## src/rtl/hicolor_pkg.sv

```systemverilog
package hicolor_pkg;
  localparam int WORD_W = 16;
  localparam int CH_W   = 8;
  localparam int MODE_W = 4;

  localparam logic [MODE_W-1:0] MODE_RGB555 = 4'b0011;
  localparam logic [MODE_W-1:0] MODE_RGB565 = 4'b0101;

  // Strobes handed from control to datapath, one set per pipeline stage
  typedef struct packed {
    logic legal;   // mode code names a known layout
    logic is565;   // layout is 5-6-5 (else 5-5-5)
    logic show;    // not blanked
  } strobe_t;
endpackage

```

## src/rtl/hicolor_ctrl.sv

```systemverilog
module hicolor_ctrl
  import hicolor_pkg::*;
#(
  parameter int MODE_BITS = MODE_W
) (
  input  logic                 clk,
  input  logic                 rstN,
  input  logic [MODE_BITS-1:0] modeSel,
  input  logic                 blankN,
  output strobe_t              s1Strobe,
  output strobe_t              s2Strobe,
  output logic                 validOut
);
  localparam int STAGES = 3;

  strobe_t decoded;
  strobe_t stage [STAGES];

  always_comb begin
    decoded.legal = (modeSel == MODE_RGB555) || (modeSel == MODE_RGB565);
    decoded.is565 = (modeSel == MODE_RGB565);
    decoded.show  = blankN;
  end

  generate
    for (genvar st = 0; st < STAGES; st++) begin : g_stage
      if (st == 0) begin : g_first
        always_ff @(posedge clk) begin
          if (!rstN) stage[st] <= '0;
          else       stage[st] <= decoded;
        end
      end else begin : g_rest
        always_ff @(posedge clk) begin
          if (!rstN) stage[st] <= '0;
          else       stage[st] <= stage[st-1];
        end
      end
    end
  endgenerate

  assign s1Strobe = stage[0];
  assign s2Strobe = stage[1];
  assign validOut = stage[STAGES-1].legal;

  AST_RESET_CLEARS_CTRL: assert property (@(posedge clk)
    !rstN |=> (!validOut && !s1Strobe.legal && !s2Strobe.legal));
endmodule

```

## src/rtl/hicolor_path.sv

```systemverilog
module hicolor_path
  import hicolor_pkg::*;
#(
  parameter int WORD_BITS = WORD_W,
  parameter int CH_BITS   = CH_W
) (
  input  logic                 clk,
  input  logic                 rstN,
  input  logic [WORD_BITS-1:0] pixWord,
  input  strobe_t              s1Strobe,
  input  strobe_t              s2Strobe,
  output logic [CH_BITS-1:0]   chanOut [3]
);
  localparam int PAD5 = CH_BITS - 5;
  localparam int PAD6 = CH_BITS - 6;

  logic [WORD_BITS-1:0] wordQ1;
  logic [CH_BITS-1:0]   exp555 [3];
  logic [CH_BITS-1:0]   exp565 [3];
  logic [CH_BITS-1:0]   chanQ2 [3];
  logic [CH_BITS-1:0]   chanQ3 [3];

  always_ff @(posedge clk) begin
    if (!rstN) wordQ1 <= '0;
    else       wordQ1 <= pixWord;
  end

  // Channel index 0 = blue, 1 = green, 2 = red
  generate
    for (genvar ch = 0; ch < 3; ch++) begin : g_chan
      localparam int LO555 = ch * 5;
      localparam int W565  = (ch == 1) ? 6 : 5;
      localparam int LO565 = (ch == 0) ? 0 : ((ch == 1) ? 5 : 11);

      assign exp555[ch] = {wordQ1[LO555 +: 5], {PAD5{1'b0}}};
      assign exp565[ch] = {wordQ1[LO565 +: W565], {(CH_BITS - W565){1'b0}}};

      always_ff @(posedge clk) begin
        if (!rstN)               chanQ2[ch] <= '0;
        else if (s1Strobe.is565) chanQ2[ch] <= exp565[ch];
        else                     chanQ2[ch] <= exp555[ch];
      end

      always_ff @(posedge clk) begin
        if (!rstN)                                chanQ3[ch] <= '0;
        else if (s2Strobe.legal && s2Strobe.show) chanQ3[ch] <= chanQ2[ch];
        else                                      chanQ3[ch] <= '0;
      end

      assign chanOut[ch] = chanQ3[ch];
    end
  endgenerate

  AST_RB_LOW_PAD_ZERO: assert property (@(posedge clk) disable iff (!rstN)
    (chanQ3[0][PAD5-1:0] == '0) && (chanQ3[2][PAD5-1:0] == '0));

  AST_GREEN_LOW_PAD_ZERO: assert property (@(posedge clk) disable iff (!rstN)
    chanQ3[1][PAD6-1:0] == '0);
endmodule

```

## src/rtl/hicolor_expander.sv

```systemverilog
module hicolor_expander
  import hicolor_pkg::*;
#(
  parameter int WORD_BITS = WORD_W,
  parameter int CH_BITS   = CH_W,
  parameter int MODE_BITS = MODE_W
) (
  input  logic                 clk,
  input  logic                 rstN,
  input  logic [MODE_BITS-1:0] modeSel,
  input  logic [WORD_BITS-1:0] pixWord,
  input  logic                 blankN,
  output logic [CH_BITS-1:0]   dacRed,
  output logic [CH_BITS-1:0]   dacGreen,
  output logic [CH_BITS-1:0]   dacBlue,
  output logic                 dacValid
);
  strobe_t            s1Strobe;
  strobe_t            s2Strobe;
  logic [CH_BITS-1:0] chanOut [3];

  hicolor_ctrl #(.MODE_BITS(MODE_BITS)) u_ctrl (
    .clk      (clk),
    .rstN     (rstN),
    .modeSel  (modeSel),
    .blankN   (blankN),
    .s1Strobe (s1Strobe),
    .s2Strobe (s2Strobe),
    .validOut (dacValid)
  );

  hicolor_path #(.WORD_BITS(WORD_BITS), .CH_BITS(CH_BITS)) u_path (
    .clk      (clk),
    .rstN     (rstN),
    .pixWord  (pixWord),
    .s1Strobe (s1Strobe),
    .s2Strobe (s2Strobe),
    .chanOut  (chanOut)
  );

  assign dacBlue  = chanOut[0];
  assign dacGreen = chanOut[1];
  assign dacRed   = chanOut[2];

  // Checking aid: counts clean edges since reset so that $past stays inside them
  logic [1:0] fillCnt;
  always_ff @(posedge clk) begin
    if (!rstN)                fillCnt <= '0;
    else if (fillCnt != 2'd3) fillCnt <= fillCnt + 2'd1;
  end

  AST_VALID_FOLLOWS_MODE: assert property (@(posedge clk) disable iff (!rstN)
    (fillCnt == 2'd3) |-> (dacValid == (($past(modeSel, 3) == MODE_RGB555) ||
                                        ($past(modeSel, 3) == MODE_RGB565))));

  AST_IDLE_IS_BLACK: assert property (@(posedge clk) disable iff (!rstN)
    !dacValid |-> (dacRed == '0 && dacGreen == '0 && dacBlue == '0));

  AST_BLANK_IS_BLACK: assert property (@(posedge clk) disable iff (!rstN)
    ((fillCnt == 2'd3) && !$past(blankN, 3)) |->
      (dacRed == '0 && dacGreen == '0 && dacBlue == '0));

  AST_RED565_LATENCY: assert property (@(posedge clk) disable iff (!rstN)
    ((fillCnt == 2'd3) && ($past(modeSel, 3) == MODE_RGB565) && $past(blankN, 3)) |->
      (dacRed[CH_BITS-1 -: 5] == $past(pixWord[WORD_BITS-1 -: 5], 3)));

  AST_GREEN555_PAD: assert property (@(posedge clk) disable iff (!rstN)
    ((fillCnt == 2'd3) && ($past(modeSel, 3) == MODE_RGB555)) |->
      (dacGreen[CH_BITS-6 : 0] == '0));

  AST_RESET_BLACK: assert property (@(posedge clk)
    !rstN |=> (dacRed == '0 && dacGreen == '0 && dacBlue == '0 && !dacValid));
endmodule

```

## config.mk

```make
export PLATFORM = sky130hd
export DESIGN_NAME = hicolor_expander
export DESIGN_NICKNAME = d
export VERILOG_FILES = /design/src/rtl/hicolor_pkg.sv /design/src/rtl/hicolor_ctrl.sv /design/src/rtl/hicolor_path.sv /design/src/rtl/hicolor_expander.sv
export SDC_FILE = /design/constraint.sdc
export NUM_CORES = 1
export LEC_CHECK = 0
export ABC_AREA = 0
export BUFFER_PORTS_ARGS = -buffer_cell sky130_fd_sc_hd__clkbuf_2
export CORE_MARGIN = 2
export CORE_UTILIZATION = 56
export CTS_CLUSTER_SIZE = 40
export DETAILED_ROUTE_END_ITERATION = 6
export PLACE_DENSITY = 0.83
export SETUP_SLACK_MARGIN = 0.05
export SYNTH_ARGS = -nofsm -noshare
export SYNTH_HDL_FRONTEND = slang
export SYNTH_SLANG_ARGS = --single-unit
```

## constraint.sdc

```tcl
create_clock -name clk -period 2.15 [get_ports clk]
set_clock_uncertainty 0.1 [all_clocks]
set_input_delay 0.1075 -clock clk [delete_from_list [all_inputs] [get_ports clk]]
set_output_delay 0.1075 -clock clk [all_outputs]
set_load 0.1 [all_outputs]
```

[Yosys cells after proc, flatten, opt, wreduce, memory -nomap -nowiden]
Memory sizes are Yosys's and may differ from the RTL's.
Index checks and enable logic that the tools add are counted.
Word-level totals
  ROM bits: 0
  latch bits: 0
  bits of input ports: 23
  output and inout bits: 25
  memories: 3
  logic and storage cells: 52
  register bits: 16
  memory bits (writable): 51
Memories
  u_path.chanQ3: depth 3, bits a word 8, rd ports 3, clocked after Yosys merged registers in 0, write ports 3, RTL line hicolor_path.sv:21  | logic [CH_BITS-1:0] chanQ3 [3];
  u_path.chanQ2: depth 3, bits a word 6, rd ports 3, clocked after Yosys merged registers in 0, write ports 3, RTL line hicolor_path.sv:20  | logic [CH_BITS-1:0] chanQ2 [3];
  u_ctrl.stage: depth 3, bits a word 3, rd ports 3, clocked after Yosys merged registers in 0, write ports 3, RTL line hicolor_ctrl.sv:17  | strobe_t stage [STAGES];
Cells by class
  multiply operators: 0
  bitwise logic cells: 15
  equal/unequal tests: 2
  shift operators: 0
  $add $sub $neg: 0
  order comparisons: 0
  div/mod/pow operators: 0
  reductions and logical operators: 2
  muxes and demuxes: 29
Operator list (number)
  $mux W8: 6
  $mux W6: 6
  $or A1 B1 Y1: 15
  $mux W1: 14
  $mux W3: 3
  $eq A4 B2 Y1 const B: 1
  $eq A4 B3 Y1 const B: 1
  $logic_and A1 B1 Y1: 1
  $logic_or A1 B1 Y1: 1

[Longest topological paths before layout]
Gate-level depths: netlist of run 1.
An unclocked memory read counts as a cell.
  word-level depth: 7
  gate-level depth with buffers: 3
  depth with buffers taken out: 2

[Modules after synthesis]
Synthesis of run 1 repeated with hierarchy kept, for this count alone.
Unflattened totals
  cell total of the unflattened synthesis: 138
  area total of the unflattened synthesis: 2004.4 um2
Modules (own cells, without submodules)
  hicolor_path: seq. area each 1281.2 um2, area each 1790.5 um2, cells each 122, instances 1
  hicolor_ctrl: seq. area each 140.1 um2, area each 214.0 um2, cells each 16, instances 1

[Worst setup path after synthesis of run 1]
No wires, ideal clock.
  path type: register to output
  start point: memory u_ctrl.stage[2][2] (netlist bit)
  end point: output dacValid
  arrival: 909 ps
  path slack: 1034 ps
  data required time: 1942 ps
  buffers on the path: 0
  cell stages (with the launch flop): 1
  cells stage by stage: dfxtp_1
RTL lines
  start, declared: RTL line hicolor_ctrl.sv:17
  end, declared: RTL line hicolor_expander.sv:16  | output logic dacValid

==> impl_summary.md, run 1 <==
Outcome
The flow ran to the end, and the final reports show no timing, DRC or antenna violations.

Global route
The all-layer global routing usage is 0.164. The overflow left after global routing is 0. The first global-routing pass estimated 4790 um of wire. The number of global-route vias before repair was approximately 1.2k. The number of antenna violations at the first check in global routing came to 0.

The largest net degree at the start of global routing is 39.

STA
The final max-slew violation count is 0. The slew of the pin with the lowest slew margin is ~550 ps. The total negative slack for setup checks is 0 ps.

The final period demand of the worst path is approximately 1900 ps. Setup repair after global routing left no endpoint under its margin. The final hold violation count came to 0. Setup violations remaining at the end of the flow were counted as 0.

The worst slew slack as a fraction of its limit is 0.636. The share of the cycle needed by the critical path after routing is 0.870. Derived from the worst setup path, the maximum achievable clock frequency is 535 MHz.

Clock network
The buffer type at the clock tree root is sky130_fd_sc_hd__clkbuf_4. The later-pin clock latency in the skew report is about 340 ps. Buffers added to address setup during post-CTS repair amount to 0. CTS built an H-tree with a depth of 2. The number of gates resized after CTS is 0. TritonCTS built the clock tree.

The clock tree buffer depth is 2. Counting every sink on the clock net gives 54. The clock buffer count from CTS is 5. After clock tree synthesis, the clock-pin slew on the worst setup and hold paths is 130 ps. After clock tree synthesis, the flow added hold-fix buffers numbering 22.

Finish
After routing the design area is 2540 um^2. The library cell used most frequently in the layout, excluding fill and tap cells, is sky130_fd_sc_hd__and2_1. The final layout net count is approximately 250. The share of final-layout standard cells stronger than drive strength 1 is 0.196. The number of antenna diodes in the final layout is 0. In the layout the commonest cells are sky130_fd_sc_hd__and2_1, sky130_fd_sc_hd__conb_1, sky130_fd_sc_hd__clkbuf_2. The area growth from synthesis to layout is 28.3%. The utilization after layout is 0.754. The final standard cell count with taps included and fillers excluded is about 280.

Routing
Detailed routing inserted a total of between 1k and 1.5k vias. The first-pass iteration count of the detailed router is 5. The initial DRC count is 31. In the final routed layout, each cell accounts on average for around 10 um.

The overall routed net length is roughly 2800 um. Dividing the detail-routed via count by the number of cells gives approximately 4.2. After detailed routing, no signal wire sits above met4. In the routed design, unresolved DRC markers number 0. In the final routing, the length of wire on met1 measures ~1000 um.

The total length of routed met3 wires is approximately 160 um. The count of nets left with antenna violations after detail routing is 0. The length of routed met2 wiring is around 1600 um.

Hold path
Counting instances, the worst hold path has a depth of 2. The worst hold path belongs to the class input pin to flip-flop.

Synthesis
In this run, distinct cell masters in the synthesized netlist total 15. Of the synthesized area, sequential elements account for 0.708. The share of synthesized area in the top cell type comes to 0.486. For this run, the number of Yosys warnings is 0. The register bit total from synthesis is 54.

After technology mapping, the gate count stands at 137. By area the synthesized netlist is led by sky130_fd_sc_hd__edfxtp_1, sky130_fd_sc_hd__dfxtp_1, sky130_fd_sc_hd__and2_1, sky130_fd_sc_hd__mux2i_1, sky130_fd_sc_hd__buf_4. The cell area that synthesis handed to floorplanning was roughly 2000 um^2. A synthesized cell averages between 10 and 15 um^2. Of all cell types, the one taking the most synthesized area is sky130_fd_sc_hd__edfxtp_1.

Critical path
The data required time at the worst endpoint is roughly 2400 ps. The setup path with the least slack is of type input pin to flip-flop. In this run the register-to-register setup slack is slightly above 800 ps. The worst register-to-register path has a depth of 2. For the worst setup path, the data arrival time is 2070 ps.

The startpoint class of the critical path is an input pin. The sort of element at the end of the critical path is a flip-flop. The highest net fanout along the worst path is 2.

Floorplanning
The chip height is between 60 and 70 um. During I/O placement, the number of pins put on the boundary was 48. The die area is between 4000 and 5000 um^2. From left edge to right edge, the die measures between 60 and 70 um. The floorplan has 21 rows.

After floorplanning, the core was sized to cover 3360 um^2. The starting density of the core is 0.588.

Pwr
The static leakage power is between 1 and 1.5 nW. The worst IR drop on VDD is 0.000448 V. The total power divided by cell area is between 700 and 800 nW/um^2.

Placement
After detailed placement, the total cell area comes to approximately 2300 um^2. Routability-driven placement finished with a final weighted congestion of 0.662. In this run, placement finished with an instance count of about 250. During placement, the flow inserted port buffers numbering 39.

Job
The number of max-capacitance violations reported is 0.
## cell families (layout without fill, tap and decap cells)
family        count (synthesis)  in the layout  share of synthesized area
xor+xnor                      1              1                    0.00443
buf+inv                      14             69                     0.0531
flops                        54             54                      0.708
mux                          10             10                     0.0506
other cells                   2             40                    0.00380
simple gates                 56             56                      0.180
## where the power goes
| group | switching (mW) | leakage [nW] | internal (mW) |
|---|---|---|---|
| clock | 0.270 | 0.0265 | 0.131 |
| sequential | 0.0127 | 0.523 | 1.14 |
| combinational | 0.164 | 0.555 | 0.0653 |
| total | 0.447 | 1.10 | 1.33 |
## critical path, stage by stage
cell and delay [ps]:
sky130_fd_sc_hd__dlygate4sd3_1 520, sky130_fd_sc_hd__clkbuf_2 90, sky130_fd_sc_hd__nand3b_1 90, sky130_fd_sc_hd__dlygate4sd3_1 600, sky130_fd_sc_hd__nor2_1 110, sky130_fd_sc_hd__dlygate4sd3_1 550
## routing by layer
layer	vias to the layer above	global-route usage
li1	586	-
met1	528	0.145
met2	42	0.314
met3	4	0.0732
met4	0	0.0652
met5	-	0
## layout make-up
type,count,area [um^2]
repair buffers,61,415
well taps,46,57.6
multi-input cells,107,614
flip-flops and latches,54,1400
fillers,237,826
clock buffers,8,48.8
## synthesized netlist by cell type (all sizes together)
library cell   n
clkbuf         3
buf           11
nor3b          1
mux2i         10
dfxtp         22
and3           2
nor2           1
xnor2          1
nand3b         1
nor2b         10
conb           2
edfxtp        32
and2          41
## path summary, 6_finish.rpt
check	startpoint	endpoint
min reg2reg	u_ctrl.stage[0][0]$_SDFF_PN0_	u_ctrl.stage[1][0]$_SDFF_PN0_
max	modeSel[0]	u_ctrl.stage[0][2]$_SDFF_PN0_
max reg2reg	u_ctrl.stage[0][1]$_SDFF_PN0_	u_path.chanQ2[2][4]$_SDFFCE_PN0P_
min	rstN	u_path.wordQ1[1]$_SDFF_PN0_
## sequential cells by signal (all words and copies together), names as in the netlist
signal and flops:
u_ctrl.stage 6, u_path.chanQ3 16, u_path.wordQ1 16, u_path.chanQ2 16
## metrics by stage
| stage | hold WS [ps] | power [mW] | worst slack (ps) |
|---|---|---|---|
| floorplan | 83.3 | 1.35 | 1030 |
| global placement | 205 | 1.36 | 860 |
| detailed placement | 215 | 1.37 | 817 |
| CTS | 273 | 1.79 | 336 |
| global route | 329 | 1.86 | 265 |
| finish | 285 | 1.78 | 280 |
Power figures use the tool's default switching activity.
==> run 2: changes to the inputs <==
CORE_ASPECT_RATIO = 0.75   (was unset)
==> run 2 against run 1 <==
  * Critical path depth shrank 2
  * Utilization increased by 1.4 points
  * Sequential share of layout area is 0.51 points lower
  * Count of clock-buffer cells in the layout did not move
  * Sequential cell count unchanged
  * Largest power group unchanged
  * Final cell count shrank 2.5%
==> impl_summary.md, run 2 (same netlist as run 1, synthesis figures left out) <==
Critical path
In this run the critical register-to-register path is launched from u_ctrl.stage[0][1]$_SDFF_PN0_. The largest stage delay on the critical path is 580 ps. The number of buffer and inverter stages on the critical path is 3.

The highest net fanout along the worst path is 2. The depth of the critical timing path with buffers and inverters included is 4. At the worst endpoint, the arrival time is 1550 ps. On the critical path, the stage with the largest delay is an instance of sky130_fd_sc_hd__dlygate4sd3_1. STA classifies the critical path startpoint as an input pin.

Data on the critical path is required at its endpoint by about 2300 ps. The worst-case register-to-register setup slack is between 700 and 800 ps. Traced cell by cell, the critical path runs through dlygate4sd3_1 > clkbuf_2 > nor3b_1 > dlygate4sd3_1.

Counting stages on the worst path, the most repeated cell is sky130_fd_sc_hd__dlygate4sd3_1. The classification of the worst setup path is input pin to flip-flop. The worst setup path is captured at a flip-flop. The family of cells with the greatest summed delay on the critical path is buffers and inverters.

The number of cell instances on the worst register-to-register path is 2. The endpoint identified for the worst register-to-register timing path is u_path.chanQ2[2][2]$_SDFFCE_PN0P_.

Placement
The count of port buffers added during placement is 39. The placed instances occupy a cell area of 2260 um^2. Including well taps, the total number of placed cells is 240. After legalization and detailed placement, the total HPWL measured 1970 um.

Routability-driven placement finished with a final weighted congestion of approximately 0.77. At the placement stage, the worst setup path has a slack of roughly 790 ps.

STA
The share of the cycle needed by the critical path after routing is 0.658. The final max-slew violation count is 0. The final hold violation count came to 0. Hold timing on the final database bottoms out at a slack of 310 ps. The setup slack after layout is 736 ps. The final period demand of the worst path is around 1400 ps. For the final routed database, the setup TNS stands at 0 ps. The upper clock frequency limit is 707 MHz. Setup repair after global routing left no endpoint under its margin. Measured against its own limit, the worst slew margin works out to 0.631. The slew of the pin with the lowest slew margin is between 500 and 600 ps. The number of setup violations in the final report is 0.

Routing
The number of remaining DRC errors is 0. The number of vias per cell is ~4.3. After detailed routing, the total wire length is between 3000 and 4000 um.

The first-pass iteration count of the detailed router is 4. The routed length per instance is approximately 11 um. The count of nets left with antenna violations after detail routing is 0. The first routing iteration left 20 violations. Detailed routing inserted a total of 1,158 vias.

Pwr
The net switching power of the design is between 0.4 and 0.5 mW. For this design the static power due to leakage is roughly 1.1 nW. Of the total power, the share spent switching nets is 0.243. The internal cell power is between 1 and 1.5 mW. The total power divided by cell area is 754 nW/um^2. The share of total power dissipated in sequential elements is 0.594. Of the total power, combinational logic draws 0.119. The clock group share of total power is 0.286. IR analysis of the VDD net gives a maximum drop of 0.000553 V. The design draws between 1.5 and 2 mW.

Floorplanning
The chip height is between 50 and 60 um. The number of rows in the core area is 18. The die covers 4030 um^2. The starting density of the core is 0.593. The region available for standard cell placement spans around 3300 um^2.

During I/O placement, the number of pins put on the boundary was 48. From left edge to right edge, the die measures between 70 and 80 um.

Outcome
The run finished with clean final reports.

Finish
The filler cell count is 220. The number of diodes is 0. The utilization after layout is 0.768. The largest registers in the layout are u_path.chanQ2: 16 flops, u_path.chanQ3: 16 flops, u_path.wordQ1: 16 flops. The design area is around 2600 um^2. The top cell types in the final layout, fill and taps aside, are sky130_fd_sc_hd__and2_1, sky130_fd_sc_hd__conb_1, sky130_fd_sc_hd__clkbuf_2. The final layout net count is roughly 250. From synthesis to final layout, the design area changed by 29.5%. The final standard cell count with taps included and fillers excluded is approximately 270.

The share of final-layout standard cells stronger than drive strength 1 is 0.201. The most common cell after layout, fill and taps aside is sky130_fd_sc_hd__and2_1.

Clock network
The clock passes through at most 2 buffers. The later-pin clock latency in the skew report is 290 ps. The buffer type at the clock tree root is sky130_fd_sc_hd__clkbuf_8. The clock-pin slew on the worst setup and hold paths is 90 ps.

The tree built by TritonCTS fans out to 54 sinks. The clock buffer count from CTS is 5. CTS built an H-tree with a depth of 2.

The number of gates resized after CTS is 0. TritonCTS built the clock tree. Buffers added to address setup during post-CTS repair amount to 0.

Global route
After global routing the overflow that remains totals 0. The number of global-route vias before repair is 1,134. Entering global routing, the biggest net connects 39 pins. The first global-routing pass estimated between 4000 and 5000 um of wire.

The number of antenna violations at the first check in global routing came to 0. Across every metal layer, demand over resource in global routing totals 0.161.

Hold path
The number of cells on the worst hold path is 2. The path type of the worst min-delay path is input pin to flip-flop. The start point of the worst hold path is rstN. The worst hold path terminates at u_path.wordQ1[10]$_SDFF_PN0_.

Job
The number of max-capacitance violations reported is 0.
[run 2: changes by cell type in the layout (fill, tap and decap cells not counted), sizes merged]
cell,previous run,this run
dlygate4sd3,22,21
[run 2: repair_timing]
action / CTS / global route
setup endpoints to repair: 0 / 0
hold endpoints to repair: 19 / 0
hold buffers: 21 / 0
[run 2: how the worst max path moves through the flow]
stage,end,start,slack [ps]
2_1_floorplan,dacValid,u_ctrl.stage[2][2]$_SDFF_PN0_,1030
6_report,u_ctrl.stage[0][1]$_SDFF_PN0_,modeSel[2],740
5_1_grt,u_ctrl.stage[0][1]$_SDFF_PN0_,rstN,650
3_5_place_dp,u_path.chanQ2[1][5]$_DFFE_PP_,u_ctrl.stage[0][1]$_SDFF_PN0_,790
4_1_cts,u_ctrl.stage[0][2]$_SDFF_PN0_,modeSel[1],750
3_3_place_gp,u_path.chanQ2[2][5]$_SDFFCE_PN0P_,u_ctrl.stage[0][1]$_SDFF_PN0_,870
[run 2: layer usage]
metal  vias to the layer above  wire length (um)  global-route usage
li1                        583                 -                   -
met3                         9               161              0.0456
met4                         0                59              0.0635
met5                         -                 0                   0
met1                       523              1250               0.196
met2                        43              1550               0.270
[run 2: worst reg2reg max path, stage by stage (launching register included)]
cell and delay, ps:
sky130_fd_sc_hd__dfxtp_1 680, sky130_fd_sc_hd__mux2i_1 290, sky130_fd_sc_hd__nor2b_1 70
[run 2: layout make-up]
| type | count | area [um^2] | share of cell area |
|---|---|---|---|
| clock buffer | 8 | 90.1 | 0.0352 |
| multi-input combinational | 107 | 614 | 0.240 |
| sequential | 54 | 1400 | 0.547 |
| tap | 40 | 50.0 | 0.0195 |
| timing repair buffer | 60 | 405 | 0.158 |
[run 2: power groups by stage]
stage                     Clock, mW  Combinational, mW  Sequential, mW
after floorplan                   0              0.119            1.23
after global placement            0              0.193            1.17
after detailed placement          0              0.197            1.17
after CTS                     0.564              0.226            1.15
after global routing          0.609              0.243            1.15
final                         0.553              0.230            1.15
